### src/rtl/svd_pkg.sv
package svd_pkg;

  typedef enum logic [1:0] {
    SLOT_OVH  = 2'd0,
    SLOT_CTRL = 2'd1,
    SLOT_OPP  = 2'd2,
    SLOT_PAY  = 2'd3
  } slot_e;

  function automatic logic maj3(input logic a, input logic b, input logic c);
    return (a & b) | (a & c) | (b & c);
  endfunction

  function automatic logic agree3(input logic a, input logic b, input logic c);
    return (a == b) && (b == c);
  endfunction

endpackage

### src/rtl/svd_position.sv
module svd_position
  import svd_pkg::*;
#(
  parameter int N_TRIB     = 4,
  parameter int BLOCK_BITS = 212,
  parameter int HDR_BITS   = 12,
  parameter int LW         = (N_TRIB > 1) ? $clog2(N_TRIB) : 1
) (
  input  logic          clk,
  input  logic          rst_n,
  input  logic          bit_valid,
  input  logic          frame_start,
  output logic [1:0]    cur_blk,
  output slot_e         cur_kind,
  output logic [LW-1:0] cur_lane,
  output logic          locked
);

  localparam int PW = $clog2(BLOCK_BITS);
  localparam logic [PW-1:0] LAST_POS  = PW'(BLOCK_BITS - 1);
  localparam logic [PW-1:0] HDR_END   = PW'(HDR_BITS);
  localparam logic [PW-1:0] CTL_END   = PW'(N_TRIB);
  localparam logic [PW-1:0] OPP_END   = PW'(2 * N_TRIB);
  localparam logic [LW-1:0] LANE_LAST = LW'(N_TRIB - 1);

  logic [1:0]    blk_q, blk_n;
  logic [PW-1:0] pos_q, pos_n;
  logic [LW-1:0] rr_q, rr_n;
  logic          lock_q, lock_n;

  logic [1:0]    cblk;
  logic [PW-1:0] cpos;
  logic [PW-1:0] opp_off;
  slot_e         kind;

  // current slot classification
  always_comb begin
    cblk    = frame_start ? 2'd0 : blk_q;
    cpos    = frame_start ? '0 : pos_q;
    opp_off = cpos - CTL_END;
    if (cblk == 2'd0 && cpos < HDR_END)       kind = SLOT_OVH;
    else if (cblk != 2'd0 && cpos < CTL_END)  kind = SLOT_CTRL;
    else if (cblk == 2'd3 && cpos < OPP_END)  kind = SLOT_OPP;
    else                                      kind = SLOT_PAY;
  end

  always_comb begin
    if (kind == SLOT_CTRL)     cur_lane = cpos[LW-1:0];
    else if (kind == SLOT_OPP) cur_lane = opp_off[LW-1:0];
    else                       cur_lane = rr_q;
  end

  // next state (applied only on valid bits)
  always_comb begin
    lock_n = lock_q | frame_start;
    if (cpos == LAST_POS) begin
      pos_n = '0;
      blk_n = cblk + 2'd1;
    end else begin
      pos_n = cpos + PW'(1);
      blk_n = cblk;
    end
    if (kind == SLOT_PAY) rr_n = (rr_q == LANE_LAST) ? '0 : rr_q + LW'(1);
    else                  rr_n = '0;
  end

  always_ff @(posedge clk or negedge rst_n) begin
    if (!rst_n) begin
      blk_q  <= 2'd0;
      pos_q  <= '0;
      rr_q   <= '0;
      lock_q <= 1'b0;
    end else if (bit_valid) begin
      blk_q  <= blk_n;
      pos_q  <= pos_n;
      rr_q   <= rr_n;
      lock_q <= lock_n;
    end
  end

  assign cur_blk  = cblk;
  assign cur_kind = kind;
  assign locked   = lock_q | (bit_valid & frame_start);

endmodule

### src/rtl/svd_vote.sv
module svd_vote
  import svd_pkg::*;
#(
  parameter int N_TRIB = 4,
  parameter int LW     = (N_TRIB > 1) ? $clog2(N_TRIB) : 1
) (
  input  logic              clk,
  input  logic              rst_n,
  input  logic              bit_valid,
  input  logic              bit_in,
  input  logic              locked,
  input  logic [1:0]        cur_blk,
  input  slot_e             cur_kind,
  input  logic [LW-1:0]     cur_lane,
  output logic [N_TRIB-1:0] dummy,
  output logic [N_TRIB-1:0] err
);

  logic [N_TRIB-1:0] cp1_q, cp1_n;
  logic [N_TRIB-1:0] cp2_q, cp2_n;
  logic [N_TRIB-1:0] dum_q, dum_n;
  logic [N_TRIB-1:0] err_q, err_n;
  logic              ctl_hit;
  logic              a_bit, b_bit;

  assign ctl_hit = bit_valid && (cur_kind == SLOT_CTRL);
  assign a_bit   = cp1_q[cur_lane];
  assign b_bit   = cp2_q[cur_lane];

  always_comb begin
    cp1_n = cp1_q;
    cp2_n = cp2_q;
    dum_n = dum_q;
    err_n = '0;
    if (ctl_hit) begin
      case (cur_blk)
        2'd1: cp1_n[cur_lane] = bit_in;
        2'd2: cp2_n[cur_lane] = bit_in;
        2'd3: begin
          dum_n[cur_lane] = maj3(a_bit, b_bit, bit_in);
          err_n[cur_lane] = locked & ~agree3(a_bit, b_bit, bit_in);
        end
        default: ;
      endcase
    end
  end

  always_ff @(posedge clk or negedge rst_n) begin
    if (!rst_n) begin
      cp1_q <= '0;
      cp2_q <= '0;
      dum_q <= '0;
    end else if (bit_valid) begin
      cp1_q <= cp1_n;
      cp2_q <= cp2_n;
      dum_q <= dum_n;
    end
  end

  always_ff @(posedge clk or negedge rst_n) begin
    if (!rst_n) err_q <= '0;
    else        err_q <= err_n;
  end

  assign dummy = dum_q;
  assign err   = err_q;

endmodule

### src/rtl/svd_steer.sv
module svd_steer
  import svd_pkg::*;
#(
  parameter int N_TRIB = 4,
  parameter int LW     = (N_TRIB > 1) ? $clog2(N_TRIB) : 1
) (
  input  logic              clk,
  input  logic              rst_n,
  input  logic              bit_valid,
  input  logic              bit_in,
  input  logic              locked,
  input  slot_e             cur_kind,
  input  logic [LW-1:0]     cur_lane,
  input  logic [N_TRIB-1:0] dummy,
  output logic [N_TRIB-1:0] trib_bit,
  output logic [N_TRIB-1:0] trib_we
);

  for (genvar k = 0; k < N_TRIB; k++) begin : g_lane
    logic hit;
    logic we_q;
    logic bit_q, bit_n;

    always_comb begin
      hit = bit_valid && locked && (cur_lane == LW'(k)) &&
            ((cur_kind == SLOT_PAY) || (cur_kind == SLOT_OPP && !dummy[k]));
      bit_n = hit ? bit_in : bit_q;
    end

    always_ff @(posedge clk or negedge rst_n) begin
      if (!rst_n) begin
        we_q  <= 1'b0;
        bit_q <= 1'b0;
      end else begin
        we_q  <= hit;
        bit_q <= bit_n;
      end
    end

    assign trib_we[k]  = we_q;
    assign trib_bit[k] = bit_q;
  end

endmodule

### src/rtl/stuff_vote_demux.sv
module stuff_vote_demux
  import svd_pkg::*;
#(
  parameter int N_TRIB     = 4,
  parameter int BLOCK_BITS = 212,
  parameter int HDR_BITS   = 12
) (
  input  logic              clk,
  input  logic              rst_n,
  input  logic              frame_start,
  input  logic              bit_valid,
  input  logic              bit_in,
  output logic [N_TRIB-1:0] trib_bit,
  output logic [N_TRIB-1:0] trib_we,
  output logic [N_TRIB-1:0] corrected_err
);

  localparam int LW = (N_TRIB > 1) ? $clog2(N_TRIB) : 1;

  logic [1:0]        rst_sync_q;
  logic              rst_core_n;
  logic [1:0]        cur_blk;
  slot_e             cur_kind;
  logic [LW-1:0]     cur_lane;
  logic              locked;
  logic [N_TRIB-1:0] dummy;

  always_ff @(posedge clk or negedge rst_n) begin
    if (!rst_n) rst_sync_q <= 2'b00;
    else        rst_sync_q <= {rst_sync_q[0], 1'b1};
  end
  assign rst_core_n = rst_sync_q[1];

  svd_position #(
    .N_TRIB(N_TRIB), .BLOCK_BITS(BLOCK_BITS), .HDR_BITS(HDR_BITS), .LW(LW)
  ) u_pos (
    .clk(clk), .rst_n(rst_core_n), .bit_valid(bit_valid), .frame_start(frame_start),
    .cur_blk(cur_blk), .cur_kind(cur_kind), .cur_lane(cur_lane), .locked(locked)
  );

  svd_vote #(.N_TRIB(N_TRIB), .LW(LW)) u_vote (
    .clk(clk), .rst_n(rst_core_n), .bit_valid(bit_valid), .bit_in(bit_in),
    .locked(locked), .cur_blk(cur_blk), .cur_kind(cur_kind), .cur_lane(cur_lane),
    .dummy(dummy), .err(corrected_err)
  );

  svd_steer #(.N_TRIB(N_TRIB), .LW(LW)) u_steer (
    .clk(clk), .rst_n(rst_core_n), .bit_valid(bit_valid), .bit_in(bit_in),
    .locked(locked), .cur_kind(cur_kind), .cur_lane(cur_lane), .dummy(dummy),
    .trib_bit(trib_bit), .trib_we(trib_we)
  );

endmodule

### config.mk
export PLATFORM = sky130hd
export DESIGN_NAME = stuff_vote_demux
export DESIGN_NICKNAME = d
export VERILOG_FILES = /design/src/rtl/svd_pkg.sv /design/src/rtl/svd_position.sv /design/src/rtl/svd_vote.sv /design/src/rtl/svd_steer.sv /design/src/rtl/stuff_vote_demux.sv
export SDC_FILE = /design/constraint.sdc
export NUM_CORES = 1
export LEC_CHECK = 0
export BUFFER_PORTS_ARGS = -buffer_cell sky130_fd_sc_hd__buf_2
export CAP_MARGIN = 25
export CORE_MARGIN = 5
export CORE_UTILIZATION = 54
export DETAILED_ROUTE_END_ITERATION = 7
export PLACE_DENSITY = 0.86
export SYNTH_ARGS = -nofsm -noshare
export SYNTH_HDL_FRONTEND = slang
export SYNTH_SLANG_ARGS = --single-unit
### constraint.sdc
create_clock -name clk -period 1.1 [get_ports clk]
set_input_delay 0.11 -clock clk [delete_from_list [all_inputs] [get_ports clk]]
set_output_delay 0.11 -clock clk [all_outputs]
set_load 0.05 [all_outputs]
==> flow_summary.ini, run 1 <==
[placed_design]
dp_hpwl_um = 4760
pre_cts_ws_ns = -1.55
placed_cells = 340
globalplace.congestion = 0.917
port-buffer-count = 16

[sta]
final.setup.worst_slack_ns = -1.59
finalHoldViolCount = 0
rsz0062_at_grt = yes
max_freq_ghz = 0.372
clock_skew_ns = 0.0174
fin_crit_ns = 2.69
finalMaxSlewViolations = 0
setup_violations = 35
period_share_pct = 245
setup_tns_ns = -37.79

[global_route]
grt.total_usage_pct = 28.7
grt-ovfl-total = 0
grt_pass1_wl_um = 13100
antenna_found_initial = 0
grt_pass1_vias = 2436
grt_max_degree = 23

[floorplanning]
dieArea_um2 = 5800
rows = 24
die_h_um = 76.1
die_w_um = 76.1
initial_core_util_pct = 55.0
core_area_um2 = 4290
io_pins = 17

[status]
status = finished, violations left
failed_checks = setup timing

[detailed_routing]
route.detailed.drc = 0
firstDrtPassIters = 5
drtAntennaViolNets = 0
via_count = 2396
wl_um = 9130
drtIter0Drc = 264
viasPerCell = 6.36
wire_per_inst_um = 24.2

[synthesis]
synth_area_um2 = 2360
ys_warn_count = 0
synth.area.top_cells = dfrtp_1, mux2_2, nand2_1
synth_nets = 240
ys_types = 57
synth-edff-count = 0
synth_top_area_share_pct = 41.3
yosys-top-cells-count = dfrtp_1, nand2_1, mux2_2, nor2_1, inv_1
synth_ff_type = dfrtp_1
synth_area_per_cell_um2 = 10.4
ys_ff_latch = 39
yosys.area.top_type = dfrtp_1
async_flop_share_pct = 100
syn_inst = 227
synth-seq-area-share_pct = 41.3
synth.most_common_cell = dfrtp_1

[setup_path]
arrival_ns = 2.92
cp.required_ns = 1.33
worstSetupStartpointType = flip-flop
worst-r2r-cell-count = 12
cp_max_fo = 5
endpoint_kind = flip-flop
critPathKind = reg -> reg

[cts]
cts.path.max_buffers = 2
clk_pin_slew_ns = 0.08
clkSinkCount = 39
cts_made_buffers = 5
htreeDepth = 2
cts_tree = done
clock_latency_ns = 0.31
cts_root_buffer = clkbuf_8

[hold_path]
hold_class = in -> async

[power]
power_w = 0.00370
power_density_nw_per_um2 = 1010
leakagePower_nw = 1.69
vdd_drop_max_uv = 767

[cells_and_area]
antenna_cells = 0
area_delta_synth_final_pct = 54.7
ff_latch_area_um2 = 981
layout-drive-gt1-share_pct = 62.5
multiInputGateArea_um2 = 1580
fill_cells = 185
fin_cells = 377
finish.utilization_pct = 85.1
fin_nets = 337

[job]
maxCapViolations = 0
==> placed cells by master, fill, tap and decap left out, types with 3 or more instances in the layout <==
cell | synthesis | routed
a21oi_2 | 0 | 3
dfrtp_1 | 39 | 35
mux2i_1 | 6 | 6
clkbuf_8 | 0 | 5
nand2_2 | 0 | 7
dfrtp_2 | 0 | 4
nand4_1 | 4 | 4
buf_2 | 1 | 16
nor3_1 | 6 | 3
ha_1 | 8 | 4
nor2_1 | 11 | 5
o311ai_4 | 2 | 3
a21oi_1 | 6 | 3
nand2_1 | 28 | 21
buf_6 | 1 | 14
nand3_1 | 5 | 3
o21ai_1 | 0 | 6
mux2_4 | 1 | 14
nor2_2 | 0 | 4
a211oi_2 | 2 | 3
inv_1 | 10 | 6
nor2b_4 | 0 | 3
buf_4 | 9 | 77
ha_4 | 0 | 3
inv_2 | 0 | 3
==> cell families (layout without fill, tap and decap cells) <==
kind of cell | Yosys count | count (layout) | share of synthesized area, %
other | 1 | 1 | 0.159
buffers and inverters | 31 | 129 | 7.41
muxes | 23 | 23 | 10.8
DFF | 39 | 39 | 41.3
adders and majority gates | 9 | 9 | 4.66
and+or+nand+nor | 77 | 77 | 18.1
AOI/OAI and AO/OA | 47 | 47 | 17.6
==> per-stage QoR <==
step	instance area, µm²	hold slack (ns)
finish	3650	0.121
global route	3650	0.144
CTS	3450	0.117
detailed placement	3050	-0.101
global placement	3050	-0.104
floorplan	2570	-0.186
==> worst paths after layout <==
kind                            slack (ns)                 endpoint      startpoint
worst max-delay path                 -1.59            u_vote.err[0]  u_pos.blk_q[1]
worst min-delay path                  0.12            rst_sync_q[0]           rst_n
worst max register to register       -1.59            u_vote.err[0]  u_pos.blk_q[1]
worst min register to register        0.18           u_pos.pos_q[1]   rst_sync_q[1]
max in group asynchronous             0.46  u_steer.g_lane[0].bit_q   rst_sync_q[1]
min in group clk                      0.16           u_pos.pos_q[3]       bit_valid
==> metal layers <==
metal | vias up | track usage [%] | wire [µm]
met3 | 56 | 7.21 | 628
met4 | 0 | 18.4 | 620
met1 | 1177 | 31.7 | 3460
met2 | 153 | 48.5 | 4420
li1 | 1010 | - | -
met5 | - | 0 | 0
==> power by group <==
part           total (W)  leakage [nW]  switching [W]  internal [W]
Sequential       0.00156         0.523      0.0000740       0.00149
Combinational   0.000887          1.11       0.000509      0.000378
Clock            0.00125        0.0581       0.000575      0.000676
Total            0.00370          1.69        0.00116       0.00254
==> state kept, by name, summed over array words and instances, names as in the netlist <==
name and count:
u_vote.cp2_q 4, rst_sync_q 2, u_pos.lock_q 1, u_vote.err 4
u_vote.dummy 4, u_pos.pos_q 8, u_pos.blk_q 2, u_steer.g_lane.we_q 4
u_vote.cp1_q 4, u_steer.g_lane.bit_q 4, u_pos.rr_q 2
==> critical path: stages, from the launching register on <==
cell and delay [ns]:
dfrtp_1 0.39, nand2_2 0.11, inv_2 0.10, ha_4 0.16, and2b_2 0.25, o311ai_4 0.30
o211ai_4 0.18, mux2i_1 0.23, mux2i_1 0.13, ha_2 0.35, o21ai_2 0.05, or2_4 0.27
nor2_2 0.11
==> final cells by class <==
class | instances | share of cell area, %
repair buffers | 111 | 24.0
multi-input cells | 157 | 43.2
flip-flops and latches | 39 | 26.8
inverters | 10 | 1.13
well taps | 52 | 1.78
clock buffers | 5 | 1.88
clock inverters | 3 | 1.20
==> timing repair <==
item | CTS | global route
pin swaps | 18 | 14
gates resized for setup | 36 | 34
hold buffers | 1 | 0
setup buffers | 19 | 15
endpoints found under the hold margin | 2 | 0
cloned | 0 | 0
setup endpoints to repair | 35 | 35
Power figures use the tool's default switching activity.
==> run 2, diff against run 1 <==
- RECOVER_POWER: unset -> 100
==> flow_summary.ini, run 2 (same netlist as run 1, synthesis figures left out) <==
[status]
status = finished, violations left
failed_checks = setup timing

[detailed_routing]
drtAntennaViolNets = 0
drtIter0Drc = 254
via_count = 2431
route.detailed.drc = 0
viasPerCell = 6.45
wl_um = 9190
firstDrtPassIters = 4
wire_per_inst_um = 24.4

[floorplanning]
dieArea_um2 = 5800
core_area_um2 = 4290
rows = 24
die_h_um = 76.1
initial_core_util_pct = 55.0
die_w_um = 76.1
io_pins = 17

[cells_and_area]
largest_register = u_pos.pos_q
layout_common_cells = buf_4, dfrtp_1, nand2_1, buf_6, mux2_4
area_delta_synth_final_pct = 54.1
largest_reg_flops = 8
fill_cells = 189
layout-drive-gt1-share_pct = 61.8
antenna_cells = 0
fin_nets = 337
final_common_cell = buf_4

[cts]
clk_pin_slew_ns = 0.08
cts_tree = done
clock_latency_ns = 0.31
htreeDepth = 2
cts_root_buffer = clkbuf_8
cts_made_buffers = 5
cts.path.max_buffers = 2
clkSinkCount = 39

[sta]
clock_skew_ns = 0.0171
holdWs_ns = 0.124
worst_pin_slew_ns = 0.695
final.setup.worst_slack_ns = -1.59
period_share_pct = 244
slew-limit-headroom_pct = 53.7
finalMaxSlewViolations = 0
max_freq_ghz = 0.372
setup_violations = 35
fin_crit_ns = 2.69
rsz0062_at_grt = yes
finalHoldViolCount = 0

[setup_path]
critPathKind = reg -> reg
cp_max_fo = 5
r2r_start = u_pos.blk_q[1]
endpoint_kind = flip-flop
r2r_setup_slack_ns = -1.59
worst-r2r-cell-count = 12
r2r_end = u_vote.err[1]
worstSetupStartpointType = flip-flop
cp.required_ns = 1.33
arrival_ns = 2.92

[power]
p_int_w = 0.00253
switching_share_pct = 31.4
power_density_nw_per_um2 = 1010
leakagePower_nw = 1.67
clkPwrFrac_pct = 33.9
vdd_drop_max_uv = 767
p_sw_w = 0.00116
pwr-share-comb_pct = 23.9
p_seq_share_pct = 42.2

[placed_design]
port-buffer-count = 16
pre_cts_ws_ns = -1.55
globalplace.congestion = 0.917
dp_hpwl_um = 4760

[global_route]
grt_pass1_wl_um = 13100
grt.total_usage_pct = 28.7
antenna_found_initial = 0
grt_max_degree = 23
grt_pass1_vias = 2436
grt-ovfl-total = 0

[hold_path]
hold_class = in -> async

[job]
maxCapViolations = 0
## run 2: cell types whose count changed in the layout (fill, tap and decap cells not counted)
cell,delta
clkbuf_2,+11
dfrtp_2,-1
dfrtp_1,+1
buf_4,-1
buf_2,-11
clkbuf_1,+1
buf_6,+1
buf_12,-1
## run 2: layer usage
layer  vias up  track usage (%)  wire, µm
li1       1009                -         -
met1      1187             31.7      3370
met2       176             48.5      4460
met3        59             7.21       736
met4         0             18.4       621
met5         -                0         0
## run 2: layout make-up
cell class / count / area (µm²) / share of cell area [%]
multi-input cells: 157 / 1580 / 43.3
flip-flops and latches: 39 / 980 / 26.9
repair buffers: 111 / 863 / 23.7
clock buffers: 5 / 68.8 / 1.89
well taps: 52 / 65.1 / 1.79
clock inverters: 3 / 43.8 / 1.20
inverters: 10 / 41.3 / 1.13
## run 2: repair_timing
item | 4_1_cts | 5_1_grt
hold buffers | 1 | 0
endpoints found under the setup margin | 35 | 35
buffers inserted | 19 | 15
pin swaps | 18 | 14
gates resized for setup | 36 | 34
endpoints found under the hold margin | 2 | 0
## run 2: critical path, cell delays in order (launching register included)
cell and delay, ns:
dfrtp_1 0.39, nand2_2 0.11, inv_2 0.10, ha_4 0.15, and2b_2 0.25, o311ai_4 0.31
o211ai_4 0.18, mux2i_1 0.23, mux2i_1 0.13, ha_2 0.35, o21ai_2 0.05, or2_4 0.27
nor2_2 0.11
## run 2: how the worst max path moves through the flow
stage,from,to,cells past startpoint
floorplan,u_pos.pos_q[5],u_vote.dummy[3],10
global placement,u_pos.pos_q[7],u_vote.err[0],9
detailed placement,u_pos.blk_q[1],u_vote.err[0],12
CTS,u_pos.pos_q[4],u_vote.dummy[2],10
global route,u_pos.blk_q[0],u_vote.dummy[3],12
finish,u_pos.blk_q[1],u_vote.err[1],12
## run 2: through the flow
step	util (%)	setup TNS (ns)	power (W)	cells	instance area (µm²)
global route	84.8	-40.32	0.00380	377	3640
global placement	71.0	-32.37	0.00222	340	3050
CTS	80.4	-34.44	0.00357	367	3450
finish	84.8	-37.96	0.00369	377	3640
floorplan	-	-28.58	0.00202	227	2570
detailed placement	71.0	-35.19	0.00225	340	3050
## run 2: power by group through the flow
stage	clock (W)	sequential (W)	combinational [W]
2_1_floorplan	0	0.00159	0.000434
3_5_place_dp	0	0.00158	0.000677
6_report	0.00125	0.00156	0.000882
5_1_grt	0.00132	0.00157	0.000912
3_3_place_gp	0	0.00157	0.000648
4_1_cts	0.00123	0.00155	0.000787
==> run 3, diff against run 2 <==
- CORE_UTILIZATION: 54 -> 60
- PLACE_DENSITY: 0.86 -> 0.9
- clock period: 1.1 -> 3 ns (I/O delays scaled with it)
==> flow_summary.ini, run 3 (same netlist as run 1, synthesis figures left out) <==
[setup_path]
worst-r2r-cell-count = 9
r2r_setup_slack_ns = 0.11
worstSetupStartpointType = flip-flop
r2r_start = u_pos.pos_q[6]
critPathKind = reg -> reg
crit_slowest_cell = or4_4
r2r_end = u_vote.err[2]
path_cells = or4_4 -> o311ai_2 -> o211ai_4 -> mux2i_1 -> mux2i_1 -> ha_1 -> o21ai_0 -> or2_2 -> nor2_1
critical_path.most_common_cell = mux2i_1
cp_max_fo = 8
path_delay_family = simple AND/OR/NAND/NOR gates
cp.required_ns = 3.22
endpoint_kind = flip-flop
arrival_ns = 3.11
slowest_delay_ns = 0.59
critPathBufInv = 0

[placed_design]
dp_hpwl_um = 3600
port-buffer-count = 16
pre_cts_ws_ns = 0.0651
globalplace.congestion = 0.906
dpl-instance-area_um2 = 2430

[power]
power_density_nw_per_um2 = 424
leakagePower_nw = 1.12
vdd_drop_max_uv = 260

[cells_and_area]
layout_common_cells = dfrtp_1, nand2_1, clkbuf_1, mux2_2, buf_4
antenna_cells = 0
largest_reg_flops = 8
fin_nets = 256
area_delta_synth_final_pct = 7.15
layout-drive-gt1-share_pct = 21.3
final_common_cell = dfrtp_1
largest_register = u_pos.pos_q
stdcell_area_um2 = 2530

[detailed_routing]
met3_length_um = 267
wire_per_inst_um = 16.9
drtIter0Drc = 144
route.detailed.drc = 0
drtAntennaViolNets = 0
wl_met1_um = 2190
wl_um = 4940
firstDrtPassIters = 4
viasPerCell = 6.17
top_layer = met4
via_count = 1802
wl_met2_um = 2420

[sta]
worst_pin_slew_ns = 1.92
finalHoldViolCount = 0
max_freq_ghz = 0.346
slew-limit-headroom_pct = -27.9
finalMaxSlewViolations = 38
fin_crit_ns = 2.89
period_share_pct = 96.4
clock_skew_ns = 0.00683
final.setup.worst_slack_ns = 0.108
setup_violations = 0

[status]
status = finished, violations left
failed_checks = capacitance limit, slew limit

[cts]
clk_pin_slew_ns = 0.07
htreeDepth = 2
clkSinkCount = 39
cts_root_buffer = clkbuf_8
cts_tree = done
clock_latency_ns = 0.30
cts_made_buffers = 5
cts.path.max_buffers = 2

[global_route]
grt_pass1_vias = 1686
antenna_found_initial = 0
grt_max_degree = 38
grt_pass1_wl_um = 8250
grt.total_usage_pct = 20.1
grt-ovfl-total = 0

[job]
maxCapViolations = 1

[floorplanning]
die_w_um = 72.7
rows = 22
dieArea_um2 = 5290
core_area_um2 = 3740
initial_core_util_pct = 63.1
die_h_um = 72.7
io_pins = 17

[hold_path]
hold_class = in -> async
==> run 3: per-layer routing <==
layer / global-route usage (%) / up-vias
met5: 0 / -
met4: 6.15 / 0
met3: 4.13 / 7
met2: 32.2 / 55
met1: 27.2 / 894
li1: - / 846
==> run 3: worst max-delay path by stage <==
| stage | start | to | cells after the start |
|---|---|---|---|
| global route | u_pos.blk_q[0] | u_vote.err[2] | 12 |
| global placement | frame_start | u_vote.err[0] | 14 |
| detailed placement | frame_start | u_vote.err[0] | 14 |
| finish | u_pos.pos_q[6] | u_vote.err[2] | 9 |
| CTS | u_pos.pos_q[6] | u_vote.err[0] | 9 |
| floorplan | frame_start | u_vote.dummy[0] | 13 |
==> run 3: final cells by class <==
type,instances,area (µm²)
clock inverter,2,12.5
timing repair buffer,30,163
tap,48,60.1
clock buffer,6,72.6
inverter,10,37.5
sequential,39,977
multi-input combinational,157,1210
fill,293,1210
==> run 3: what timing repair did <==
| action | 4_1_cts | 5_1_grt |
|---|---|---|
| endpoints found under the setup margin | 0 | 8 |
| resized for setup | 0 | 4 |
| setup buffers | 0 | 4 |
| hold buffers | 1 | 0 |
| hold endpoints to repair | 2 | 0 |
==> run 3: metrics by stage <==
step | TNS, ns | total power, W | util [%] | cells | hold slack [ns]
finish | 0 | 0.00107 | 67.6 | 292 | 0.306
global route | -0.171 | 0.00112 | 67.6 | 292 | 0.316
CTS | 0 | 0.00108 | 67.5 | 288 | 0.305
detailed placement | 0 | 0.000735 | 65.0 | 279 | 0.0858
global placement | 0 | 0.000729 | 65.0 | 279 | 0.0850
floorplan | 0 | 0.000698 | - | 227 | 0.00441
==> run 3: power breakdown <==
| group | switching (W) | internal [W] |
|---|---|---|
| Sequential | 0.0000228 | 0.000544 |
| Combinational | 0.000108 | 0.0000498 |
| Clock | 0.000186 | 0.000162 |
| Total | 0.000317 | 0.000756 |
